<file path="src/rtl/ilaceFieldSeq_pkg.sv">
package ilaceFieldSeq_pkg;

  typedef enum logic {
    ST_BLANK = 1'b0,
    ST_VIS   = 1'b1
  } seqState_t;

  // strobes from control into the position/visible datapath
  typedef struct packed {
    logic loadY;    // reload position for a new vertical interval
    logic stepY;    // advance position by two half-lines
    logic loadVis;  // load visible line count
    logic stepVis;  // count down one visible line
    logic oddSel;   // field whose constants apply to loadY
  } seqStrobe_t;

endpackage

</file>
<file path="src/rtl/ilaceFieldSeqData.sv">
module ilaceFieldSeqData
  import ilaceFieldSeq_pkg::*;
#(
  parameter int CNT_W       = 8,
  parameter int VIS_LINES   = 403,
  parameter int BLANK_B     = 68,
  parameter int BLANK_EXTRA = 1,
  parameter int SYNC_A      = 63,
  parameter int SYNC_B      = 64,
  parameter int SYNC_LEN    = 32
) (
  input  logic       clk,
  input  logic       rstN,
  input  seqStrobe_t strb,
  input  logic       oddField,
  output logic       syncOnHit,
  output logic       syncOffHit,
  output logic       blankEnd,
  output logic       visLast
);

  localparam int VIS_W   = $clog2(VIS_LINES + 1);
  localparam int BLANK_A = BLANK_B + BLANK_EXTRA;
  localparam int INIT_A  = -BLANK_A;
  localparam int INIT_B  = -BLANK_B;
  localparam int ON_A    = -SYNC_A;
  localparam int ON_B    = -SYNC_B;
  localparam int OFF_A   = SYNC_LEN - SYNC_A;
  localparam int OFF_B   = SYNC_LEN - SYNC_B;

  logic [CNT_W-1:0] posY;
  logic [CNT_W-1:0] posNext;
  logic [VIS_W-1:0] visCnt;
  logic [CNT_W-1:0] onMark;
  logic [CNT_W-1:0] offMark;

  assign posNext = posY + CNT_W'(2);

  // per-field compare points, both expressed as positions below zero
  always_comb begin
    if (oddField) begin
      onMark  = CNT_W'(ON_A);
      offMark = CNT_W'(OFF_A);
    end else begin
      onMark  = CNT_W'(ON_B);
      offMark = CNT_W'(OFF_B);
    end
  end

  assign syncOnHit  = (posNext == onMark);
  assign syncOffHit = (posNext == offMark);
  assign blankEnd   = ~posNext[CNT_W-1];
  assign visLast    = (visCnt == VIS_W'(1));

  always_ff @(posedge clk) begin
    if (!rstN) begin
      posY <= CNT_W'(INIT_A);
    end else if (strb.loadY) begin
      posY <= strb.oddSel ? CNT_W'(INIT_A) : CNT_W'(INIT_B);
    end else if (strb.stepY) begin
      posY <= posNext;
    end
  end

  always_ff @(posedge clk) begin
    if (!rstN) begin
      visCnt <= '0;
    end else if (strb.loadVis) begin
      visCnt <= VIS_W'(VIS_LINES);
    end else if (strb.stepVis) begin
      visCnt <= visCnt - VIS_W'(1);
    end
  end

endmodule

</file>
<file path="src/rtl/ilaceFieldSeqCtrl.sv">
module ilaceFieldSeqCtrl
  import ilaceFieldSeq_pkg::*;
(
  input  logic       clk,
  input  logic       rstN,
  input  logic       lineTick,
  input  logic       syncOnHit,
  input  logic       syncOffHit,
  input  logic       blankEnd,
  input  logic       visLast,
  output seqStrobe_t strb,
  output logic       oddField,
  output logic       vBlank,
  output logic       vSync,
  output logic       fieldStart
);

  seqState_t state;
  logic      oddQ;
  logic      syncQ;
  logic      startQ;

  always_comb begin
    strb        = '0;
    strb.oddSel = oddQ;
    if (lineTick) begin
      case (state)
        ST_BLANK: begin
          strb.stepY   = 1'b1;
          strb.loadVis = blankEnd;
        end
        ST_VIS: begin
          if (visLast) begin
            strb.loadY  = 1'b1;
            strb.oddSel = ~oddQ;
          end else begin
            strb.stepVis = 1'b1;
          end
        end
        default: ;
      endcase
    end
  end

  always_ff @(posedge clk) begin
    if (!rstN) begin
      state  <= ST_BLANK;
      oddQ   <= 1'b1;
      syncQ  <= 1'b0;
      startQ <= 1'b0;
    end else begin
      startQ <= 1'b0;
      if (lineTick) begin
        case (state)
          ST_BLANK: begin
            if (blankEnd) begin
              state  <= ST_VIS;
              syncQ  <= 1'b0;
              startQ <= 1'b1;
            end else if (syncOnHit) begin
              syncQ <= 1'b1;
            end else if (syncOffHit) begin
              syncQ <= 1'b0;
            end
          end
          ST_VIS: begin
            if (visLast) begin
              state <= ST_BLANK;
              oddQ  <= ~oddQ;
            end
          end
          default: state <= ST_BLANK;
        endcase
      end
    end
  end

  assign oddField   = oddQ;
  assign vBlank     = (state == ST_BLANK);
  assign vSync      = syncQ;
  assign fieldStart = startQ;

endmodule

</file>
<file path="src/rtl/ilaceFieldSeq.sv">
module ilaceFieldSeq
  import ilaceFieldSeq_pkg::*;
#(
  parameter int CNT_W       = 8,
  parameter int VIS_LINES   = 403,
  parameter int BLANK_B     = 68,
  parameter int BLANK_EXTRA = 1,
  parameter int SYNC_A      = 63,
  parameter int SYNC_B      = 64,
  parameter int SYNC_LEN    = 32
) (
  input  logic clk,
  input  logic rstN,
  input  logic lineTick,
  output logic vBlank,
  output logic vSync,
  output logic oddField,
  output logic fieldStart
);

  seqStrobe_t strb;
  logic       syncOnHit;
  logic       syncOffHit;
  logic       blankEnd;
  logic       visLast;

  ilaceFieldSeqCtrl ctrl_i (
    .clk        (clk),
    .rstN       (rstN),
    .lineTick   (lineTick),
    .syncOnHit  (syncOnHit),
    .syncOffHit (syncOffHit),
    .blankEnd   (blankEnd),
    .visLast    (visLast),
    .strb       (strb),
    .oddField   (oddField),
    .vBlank     (vBlank),
    .vSync      (vSync),
    .fieldStart (fieldStart)
  );

  ilaceFieldSeqData #(
    .CNT_W       (CNT_W),
    .VIS_LINES   (VIS_LINES),
    .BLANK_B     (BLANK_B),
    .BLANK_EXTRA (BLANK_EXTRA),
    .SYNC_A      (SYNC_A),
    .SYNC_B      (SYNC_B),
    .SYNC_LEN    (SYNC_LEN)
  ) data_i (
    .clk        (clk),
    .rstN       (rstN),
    .strb       (strb),
    .oddField   (oddField),
    .syncOnHit  (syncOnHit),
    .syncOffHit (syncOffHit),
    .blankEnd   (blankEnd),
    .visLast    (visLast)
  );

endmodule

</file>
<file path="config.mk">
export PLATFORM = sky130hd
export DESIGN_NAME = ilaceFieldSeq
export DESIGN_NICKNAME = d
export VERILOG_FILES = /design/src/rtl/ilaceFieldSeq_pkg.sv /design/src/rtl/ilaceFieldSeqData.sv /design/src/rtl/ilaceFieldSeqCtrl.sv /design/src/rtl/ilaceFieldSeq.sv
export SDC_FILE = /design/constraint.sdc
export NUM_CORES = 1
export LEC_CHECK = 0
export ABC_AREA = 1
export CAP_MARGIN = 40
export CORE_ASPECT_RATIO = 1.1
export CORE_UTILIZATION = 40
export CTS_CLUSTER_DIAMETER = 150
export DETAILED_ROUTE_END_ITERATION = 10
export DONT_BUFFER_PORTS = 1
export GPL_ROUTABILITY_DRIVEN = 0
export HOLD_SLACK_MARGIN = 0.05
export PLACE_DENSITY = 0.57
export RECOVER_POWER = 50
export SYNTH_ARGS = -nofsm -noshare
export SYNTH_HDL_FRONTEND = slang
export SYNTH_SLANG_ARGS = --single-unit
</file>
<file path="constraint.sdc">
create_clock -name clk -period 1.8 [get_ports clk]
set_input_delay 0.18 -clock clk [delete_from_list [all_inputs] [get_ports clk]]
set_output_delay 0.18 -clock clk [all_outputs]
set_load 0.03 [all_outputs]
</file>
After elaboration in Yosys (flattened, before gate mapping)
Index checks and enable logic that the tools add are counted.
Storage, ports and cells
  bits in registers: 21
  input bits: 3
  output and inout port bits: 4
  logic and storage cells: 43
Cells by class
  $add $sub $neg: 2
  eq/ne operators: 4
  muxes and demuxes: 19
  bitwise operators: 5
  reductions and logical operators: 6
Operator list (count)
  2-to-1 mux 9 bit: 2
  equality test 8 bit: 2
  2-to-1 mux 8 bit: 2
  2-to-1 mux 1 bit: 10
  equality test 9 x 1 -> 1 bit, second input constant: 1
  subtractor 9 x 1 -> 9 bit, second input constant: 1
  adder 8 x 2 -> 8 bit, second input constant: 1
  2-to-1 mux 5 bit: 1
  NOT 1 bit: 5
  2-to-1 mux 2 bit: 2
  nonzero test 2 bit: 2
  2-to-1 mux 3 bit: 1
  inequality test 3 bit, second input constant: 1
  AND reduction 3 bit: 1
  OR reduction 3 bit: 1
  case mux 1 bit (2 select lines): 1
  AND reduction 2 bit: 1
  OR reduction 2 bit: 1

Depth between registers and ports, before layout
Gate-level depths: netlist of run 1.
  word-level depth: 6
  gate-level depth with buffers: 10
  depth with buffers taken out: 10

By module
From an unflattened synthesis of run 1, not the netlist that was laid out.
Unflattened totals
  cells, all modules: 175
  area, all modules: 1118.6 um2
By module, submodules not included
  ilaceFieldSeqData: times used 1, cells each 145, area each 924.6 um2
  ilaceFieldSeqCtrl: times used 1, cells each 30, area each 193.9 um2

Worst setup path after synthesis of run 1
Ideal clock, no wire load.
  path type: register -> register
  start: reg data_i.visCnt[0]
  end: reg data_i.visCnt[8]
  library setup time: 121 ps
  arrival time: 1299 ps
  setup slack: 380 ps
  stages on the path, launching flop included: 10
  buffers on the path: 0
  clock period less this slack: 1420 ps
  cell sequence: dfxtp_1 inv_1 ha_1 inv_1 nor3_1 nand4_1 nand2_1 nand2_1 nor2_1 nor2_1
On the way
  cells in the longest elaborated chain, start to end: 5
  elaborated cells on any way between the ends: 8
  those cells by class: add/sub (1); eq/ne (1); mux (5); reduce/logical (1)
Ends and longest elaborated chain
  from (decl): RTL line ilaceFieldSeqData.sv:33  | logic [VIS_W-1:0] visCnt;
  from (signal assigned): RTL line ilaceFieldSeqData.sv:69  | visCnt <= VIS_W'(VIS_LINES);
  from (signal assigned): RTL line ilaceFieldSeqData.sv:71  | visCnt <= visCnt - VIS_W'(1);
  branches (longest 5 deep; another with subtractor 9 x 1 -> 9 bit)
Parallel ways; which one is timed is not known. The select of a mux whose other input is x is not followed.
A chain may end at the register's enable or synchronous reset.

Final worst setup path of run 1
  start: reg data_i.visCnt[1]
  end: reg data_i.posY[2]
On the way
  cells in the longest elaborated chain, start to end: 6
  elaborated cells on any way between the ends: 9
  those cells by class: eq/ne (1); mux (7); reduce/logical (1)
Ends and longest elaborated chain
  equality test 9 x 1 -> 1 bit *: RTL line ilaceFieldSeqData.sv:53  | assign visLast = (visCnt == VIS_W'(1));
  2-to-1 mux 1 bit: RTL line ilaceFieldSeqCtrl.sv:33  | if (visLast) begin
  2-to-1 mux 2 bit: RTL line ilaceFieldSeqCtrl.sv:27  | case (state)
  2-to-1 mux 5 bit *: RTL line ilaceFieldSeqCtrl.sv:26  | if (lineTick) begin
  2-to-1 mux 3 bit: RTL line ilaceFieldSeqData.sv:59  | posY <= strb.oddSel ? CNT_W'(INIT_A) : CNT_W'(INIT_B);
  2-to-1 mux 8 bit: RTL line ilaceFieldSeqData.sv:58  | end else if (strb.loadY) begin
  to (signal assigned): RTL line ilaceFieldSeqData.sv:57  | posY <= CNT_W'(INIT_A);
  to (signal assigned): RTL line ilaceFieldSeqData.sv:59
  to (signal assigned): RTL line ilaceFieldSeqData.sv:61  | posY <= posNext;
  to (decl): RTL line ilaceFieldSeqData.sv:31  | logic [CNT_W-1:0] posY;
Every way passes the cells marked *; elsewhere a longest branch is shown, timed or not.

==> results.txt, run 1 <==
The flow ran to the end, and the final reports show no timing, DRC or antenna violations. The class of the most critical hold timing path is in -> reg. The mean post-synth cell area is 6.82 um2. The starting density of the core came out at between 40% and 50%. The first-pass GRT wire length came out at roughly 4 mm. The sequential-to-total area share from yosys stat is around 34%. The signal on the critical path passes through inv_1 > ha_1 > nand3_1 > nor2_1 > nor2_1 > nor2_8 > o21ai_0 > a21oi_1. The cell family contributing the most delay on the critical path is simple AND/OR/NAND/NOR gates. The post-synthesis instance total is 181. The minimum clock period came out at 1580 ps. The average routed wire per standard cell is between 10 and 15 um. The final max-slew violation count came out at 0. The number of H-tree levels is 1. The average vias per placed instance came out at approximately 5.0. Power spread over the standard cell area amounts to 801 mW/mm2.

The leakage component of the power is about 0.00065 uW. In this run the clock root is driven by a clkbuf_4. Yosys mapped the design onto 27 distinct sky130hd cell types. Setup repair after global routing left no endpoint under its margin. Counting stages on the worst path, the most repeated cell is nor2_1. The total cell area at the placement stage came out at around 0.0013 mm2. For this design, the slowest cell found on the critical path is dfxtp_1. Summing every instance area after synthesis gives 0.00123 mm2. The placed wire-length estimate after detailed placement is slightly below 2 mm. The maximum number of buffers from clock root to sink is 2.

The worst slack on hold paths is approximately 67 ps. The worst-case headroom to the max-slew limit came out at 65.5%. The core region is between 0.002 and 0.003 mm2. The synthesized netlist net count came out at 187. The initialized floorplan defines 20 standard-cell rows. Wires add up to 2.51 mm. STA classifies the critical path startpoint as a flip-flop. The final route contains between 1000 and 1500 vias. The clock arrives with ~6.1 ps of skew. The die outline width came out at ~55 um. The number of I/O pins came out at 7. In this run the remaining antenna-violating nets after routing total 0. The CTS tree is built. In the final timing run, aggregate negative setup slack is 0 ps.

The final global-route overflow total is 0. The number of buffer and inverter instances along the worst setup path is 1. The share of the clock period used by the worst path after layout came out at 87.7%. The net count of the finished layout is 192.

The total routing usage reported by global routing came out at between 10% and 20%. The clock net sink count came out at 21. The path type of the worst setup path is reg -> reg. The antenna diode count came out at 0. The maximum vdd ir drop came out at 0.000344 V. The synthesized design contains 21 register bits.

Across the run, the number of max-cap violations was 0. On the worst path, the slowest cell contributes a delay of around 350 ps. The die footprint is around 0.0033 mm2. From synthesis to final layout, the design area changed by 3.96%. The slew of the pin with the lowest slew margin came out at just over 500 ps.

At the later pin of the worst-skew pair, clock insertion delay measures 300 ps. The required time at the endpoint of the critical path is about 2000 ps. The count of unresolved DRC violations after routing came out at 0.

In this run, the number of DRC markers left after iteration 0 of detailed routing was 11. The maximum number of pins on one net before global-route repair is 12. The largest fanout of any net on the critical path is 8. The data arrival at the endpoint of the critical path is approximately 1800 ps. The die is 60.2 um tall. The via count of the first global-routing pass is about 1000. The CTS clock-pin slew for the worst setup and hold paths came out at 120 ps. The detailed-router iteration count before antenna repair is 4.

The number of input and output port buffers inserted is 0. The yosys synthesis warning count came out at 0. The final setup violation count is 0.

The final standard cell area without fillers is ~0.0013 mm2. STA classifies the critical path endpoint as a flip-flop. Cells with a size suffix above 1 make up 9.73% of the layout. The number of endpoints with negative hold slack in the final report came to 0. The number of antenna violations at the first check in global routing is 0. The achievable clock frequency is roughly 630 MHz. The total clock buffers created by CTS came out at 3.
cell type report:
| cell class | count | area [um2] |
|---|---|---|
| fill | 325 | 1570 |
| multi-input combinational | 125 | 653 |
| sequential | 21 | 420 |
| inverter | 32 | 120 |
| tap | 33 | 41.3 |
| clock buffer | 4 | 26.3 |
| timing repair buffer | 3 | 21.3 |
path summary, 6_finish.rpt:
path | startpoint | end | slack [ps] | cells after the start
max | data_i.visCnt[1] | data_i.posY[2] | 220 | 8
max reg2reg | data_i.visCnt[1] | data_i.posY[2] | 220 | 8
min reg2reg | data_i.posY[0] | data_i.posY[0] | 500 | 2
min | rstN | data_i.visCnt[2] | 70 | 2
metrics by stage:
stage | util, % | setup slack, ps | power (uW) | cells
after CTS | 45.5 | 120 | 1050 | 218
after floorplan | - | 380 | 769 | 181
final | 45.0 | 222 | 1030 | 218
after global routing | 45.0 | 58.7 | 1090 | 218
after detailed placement | 44.3 | 136 | 815 | 213
after global placement | 44.3 | 154 | 809 | 213
cells in the final DEF, fill, tap and decap left out:
master and count:
o21ai_1 1, a21oi_2 1, dlygate4sd3_1 1, nand2_2 2, buf_4 1, nor2_4 1
o21bai_1 1, inv_2 1, nor3_2 1, nor2_8 1, ha_1 3, clkbuf_4 3
nand4_1 3, inv_1 31, a31oi_1 2, a21oi_1 7, xor2_1 3, o21ai_0 6
o22ai_1 3, nand3_1 13, nand3b_1 1, nand3_2 3, o211ai_1 2, nand2_1 44
nor2_1 22, clkbuf_1 2, xnor2_1 1, nor2_2 4, dfxtp_1 21
what timing repair did:
action | 4_1_cts | 5_1_grt
hold buffers | 1 | 0
endpoints found under the setup margin | 0 | 1
setup buffers | 0 | 0
resized for setup | 0 | 1
endpoints found under the hold margin | 7 | 0
power breakdown:
group	leakage (uW)	internal, uW	switching (uW)
registers	0.000171	497	34.6
clock network	0.0000150	86.3	142
logic	0.000459	99.1	168
cells by family (layout without fill, tap and decap cells):
group           Yosys count  count (layout)  share of synthesized area [%]
simple gates             95              95                           37.3
buf+inv                  35              39                           12.0
flops                    21              21                           34.1
compound gates           23              23                           10.7
xor+xnor                  4               4                           2.84
fa+ha+maj                 3               3                           3.04
per-layer routing:
layer,up-vias,track usage [%],wire length [um]
met4,0,7.50,21
met1,514,18.7,1120
met5,-,0,0
met2,1,32.5,1350
met3,2,2.29,25
li1,576,-,-
synthesized netlist by cell type, drive strengths merged:
cell,count,area [um2]
dfxtp,21,420
inv,32,120
o22ai,3,18.8
nand2,46,180
xor2,3,26.3
nor3,1,5.00
xnor2,1,8.76
a21oi,8,43.8
a31oi,2,12.5
nor2,28,149
nand3,16,100
o21bai,1,7.51
ha,3,37.5
o21ai,7,35.0
o211ai,2,15.0
nand3b,1,7.51
buf,3,27.5
nand4,3,18.8
sequential cells by signal, summed over array words and instances, names as in the netlist:
name / flops
data_i.visCnt: 9
ctrl_i.state: 1
data_i.posY: 8
ctrl_i.vSync: 1
ctrl_i.oddField: 1
ctrl_i.fieldStart: 1
worst register-to-register path, delay by kind of cell (launching register included):
family | cells | cell delay [ps]
and+or+nand+nor | 4 | 710
DFF | 1 | 350
AOI/OAI and AO/OA | 2 | 220
buffers and inverters | 1 | 80
adders and majority gates | 1 | 150
Note: power is estimated with default switching activity, not from simulation.
==> run 2: changes to the inputs <==
--- a/config.mk
+++ b/config.mk
@@ -7,6 +7,8 @@
 export LEC_CHECK = 0
 export ABC_AREA = 1
 export CAP_MARGIN = 40
+export CELL_PAD_IN_SITES_DETAIL_PLACEMENT = 0
+export CELL_PAD_IN_SITES_GLOBAL_PLACEMENT = 1
 export CORE_ASPECT_RATIO = 1.1
 export CORE_UTILIZATION = 40
 export CTS_CLUSTER_DIAMETER = 150
@@ -14,7 +16,7 @@
 export DONT_BUFFER_PORTS = 1
 export GPL_ROUTABILITY_DRIVEN = 0
 export HOLD_SLACK_MARGIN = 0.05
-export PLACE_DENSITY = 0.57
+export PLACE_DENSITY = 0.74
 export RECOVER_POWER = 50
 export SYNTH_ARGS = -nofsm -noshare
 export SYNTH_HDL_FRONTEND = slang
==> results.txt, run 2 (synthesized netlist as in run 1, its figures left out) <==
The number of nets still failing antenna checks after routing came out at 0 (unchanged). The share of the clock period used by the worst path after layout was 86.7% (-0.95 points). The worst-case headroom to the max-slew limit is 73.6% (+8.2 points). The final setup violation count came to 0 (unchanged). The number of cells on the critical path came out at 8 (unchanged). The run finished with clean final reports.

The library cells used most frequently in the layout, excluding fill and tap cells, are nand2_1, inv_1, nor2_1, dfxtp_1, nand3_1. The power per standard cell area came out at 796 mW/mm2 (-0.69%). The longest individual stage delay on the worst path came to 390 ps (+40 ps). The placed wire-length estimate after detailed placement is 2.03 mm (+4.3%). The maximum vdd ir drop is 0.000480 V (+40%). The via count of the first global-routing pass was 1066 (+6.8%).

The area used by multi-input combinational logic came to 661 um2 (+1.1%). The required time at the endpoint of the critical path came out at 2000 ps (-40 ps). The starting DRC count in detailed routing came out at 36 (+25). In the final layout, the registers with the most flip-flops are data_i.visCnt x9, data_i.posY x8. The detailed-router iteration count before antenna repair is 4 (unchanged). The path depth of the worst reg2reg path came out at 8 (unchanged). The number of buffer and inverter instances along the worst setup path is 1 (unchanged). The net switching power is 347 uW (+0.50%). The path type of the worst setup path is reg -> reg. The beginning of the critical path is data_i.visCnt[1].

The final wirelength is 2.61 mm (+3.9%). The fraction of layout instances using a drive strength above 1 is 10.8% (+1.0 points). The number of H-tree levels is 1 (unchanged). In this run the worst setup path terminates at data_i.posY[2]. The average vias per placed instance is 5.12 (+2.2%).

The relative contribution of sequential cells to total power is 51.7% (about the same). The first-pass GRT wire length is 4.36 mm (+6.9%). The growth of design area from synthesis to finish came out at 5.17%.

STA classifies the critical path startpoint as a flip-flop. The startpoint identified for the worst register-to-register timing path is data_i.visCnt[1]. The part of the power in combinational logic was 26.7% (+0.7 points). The final max-slew violation count was 0 (unchanged). The worst register-to-register path ends at data_i.posY[2]. The starting density of the core was 43.2% (unchanged). The maximum number of pins on one net before global-route repair came out at 12 (unchanged).

The maximum clock skew at final layout came out at 1.25 ps (-4.86 ps). The average routed wire per standard cell came to 11.9 um (+3.4%). The number of antenna violations at the first check in global routing is 0 (unchanged). The die outline width came out at 55.0 um (unchanged). The critical path's top delay family is simple AND/OR/NAND/NOR gates. The total clock buffers created by CTS is 3 (unchanged). The number of standard-cell rows in the floorplan was 20 (unchanged).

The worst setup path is captured at a flip-flop. The signal on the critical path passes through inv_1 > ha_1 > nand3_1 > nor2_4 > nor2_1 > nor2_8 > o21ai_0 > a21oi_1. The placeable core region came to 0.00285 mm2 (unchanged). The fraction of power spent switching nets is 33.6% (about the same). The leakage component of the power came to 0.000649 uW (+0.62%).

The number of flip-flops in the largest register came out at 9 (unchanged). The total area of sequential cells is 420 um2 (unchanged). The number of input and output port buffers inserted came out at 0 (unchanged). The cell-internal power came to 686 uW (+0.45%).

The net count reported at finish is 193 (+0.52%). The clock net sink count came out at 21 (unchanged). The antenna diode count is 0 (unchanged). The slew of the pin with the lowest slew margin came out at 394 ps (-124 ps). The data arrival at the endpoint of the critical path came out at 1760 ps (-60 ps). The final core area utilization is 45.5% (+0.53 points). The later-pin clock latency in the skew report came to 300 ps (about the same). TritonCTS built the clock tree.

The total routing usage reported by global routing came to 18.5% (+1.2 points). The count of unresolved DRC violations after routing came to 0 (unchanged). On the critical path, the stage with the largest delay is an instance of dfxtp_1. The achievable clock frequency came out at 641 MHz (+1.1%). The total power is 1030 uW (+0.47%). The worst setup slack for register-to-register paths came to 240 ps (+20 ps). The number of fill cells is 304 (-6.5%). The final global-route overflow total is 0 (unchanged). The CTS clock-pin slew for the worst setup and hold paths was 110 ps (about the same). The die footprint came out at 0.00331 mm2 (unchanged).

The minimum clock period was 1560 ps (-17.2 ps). The relative contribution of the clock network to total power is 21.6% (-0.6 points). The largest fanout of any net on the critical path came to 8 (unchanged). Setup repair after global routing left no endpoint under its margin. The tightest min-delay check is of the in -> reg type.

The number of maximum-capacitance violations is 0 (unchanged). The leading cell type in the layout, fill and taps excluded is nand2_1. The maximum number of buffers from clock root to sink is 2 (unchanged).

The die outline height came to 60.2 um (unchanged). The number of I/O pins is 7 (unchanged). The number of vias after detailed routing came to 1122 (+2.7%). Clock tree synthesis selected as its root buffer the cell clkbuf_4. The number of endpoints with negative hold slack in the final report is 0 (unchanged). The accumulated negative setup slack came out at 0 ps (unchanged). Counting flops per register, the top entry is data_i.visCnt.
## run 2: cell types whose count changed in the layout (fill, tap and decap cells not counted), sizes merged
| cell | delta |
|---|---|
| buf | +1 |
## run 2: routing by layer
metal | part of all wire (%) | track usage [%]
met5 | 0 | 0
met2 | 51 | 33.2
met1 | 44 | 19.5
met4 | 1.5 | 9.29
met3 | 3.3 | 4.33
## run 2: power by group through the flow
stage / logic (uW) / clock network [uW] / registers, uW
global route: 316 / 251 / 537
global placement: 272 / 0 / 542
detailed placement: 274 / 0 / 543
CTS: 279 / 228 / 533
floorplan: 233 / 0 / 535
finish: 276 / 223 / 533
## run 2: timing repair
| item | 4_1_cts | 5_1_grt |
|---|---|---|
| hold buffers | 1 | 0 |
| endpoints found under the hold margin | 7 | 0 |
| setup endpoints to repair | 0 | 1 |
| gates resized for setup | 0 | 1 |
| setup buffers | 0 | 0 |
## run 2: final cells by class
class,count,area share (%)
Sequential cell,21,32.4
Tap cell,33,3.18
Timing Repair Buffer,4,2.22
Multi-Input combinational cell,125,50.9
Clock buffer,4,2.03
Inverter,32,9.26
## run 2: worst min-delay path by stage
stage | startpoint | depth (start not counted) | to
2_1_floorplan | rstN | 2 | data_i.posY[3]
3_3_place_gp | rstN | 1 | data_i.posY[3]
3_5_place_dp | rstN | 1 | data_i.posY[4]
4_1_cts | rstN | 3 | data_i.posY[0]
5_1_grt | rstN | 2 | data_i.visCnt[2]
6_report | rstN | 3 | data_i.posY[0]
## run 2: stage by stage
step,hold WS (ps),worst slack [ps],std cells,cell area (um2)
after floorplan,415,380,181,1230
after global routing,75.5,85.6,219,1300
after global placement,252,195,214,1270
after CTS,59.9,144,219,1310
after detailed placement,255,158,214,1270
final,65.3,239,219,1300
## run 2: tightest hold or removal path, cell delays in order
cell     delay, ps
o21ai_1         50
inv_1           60
nand2_1         50
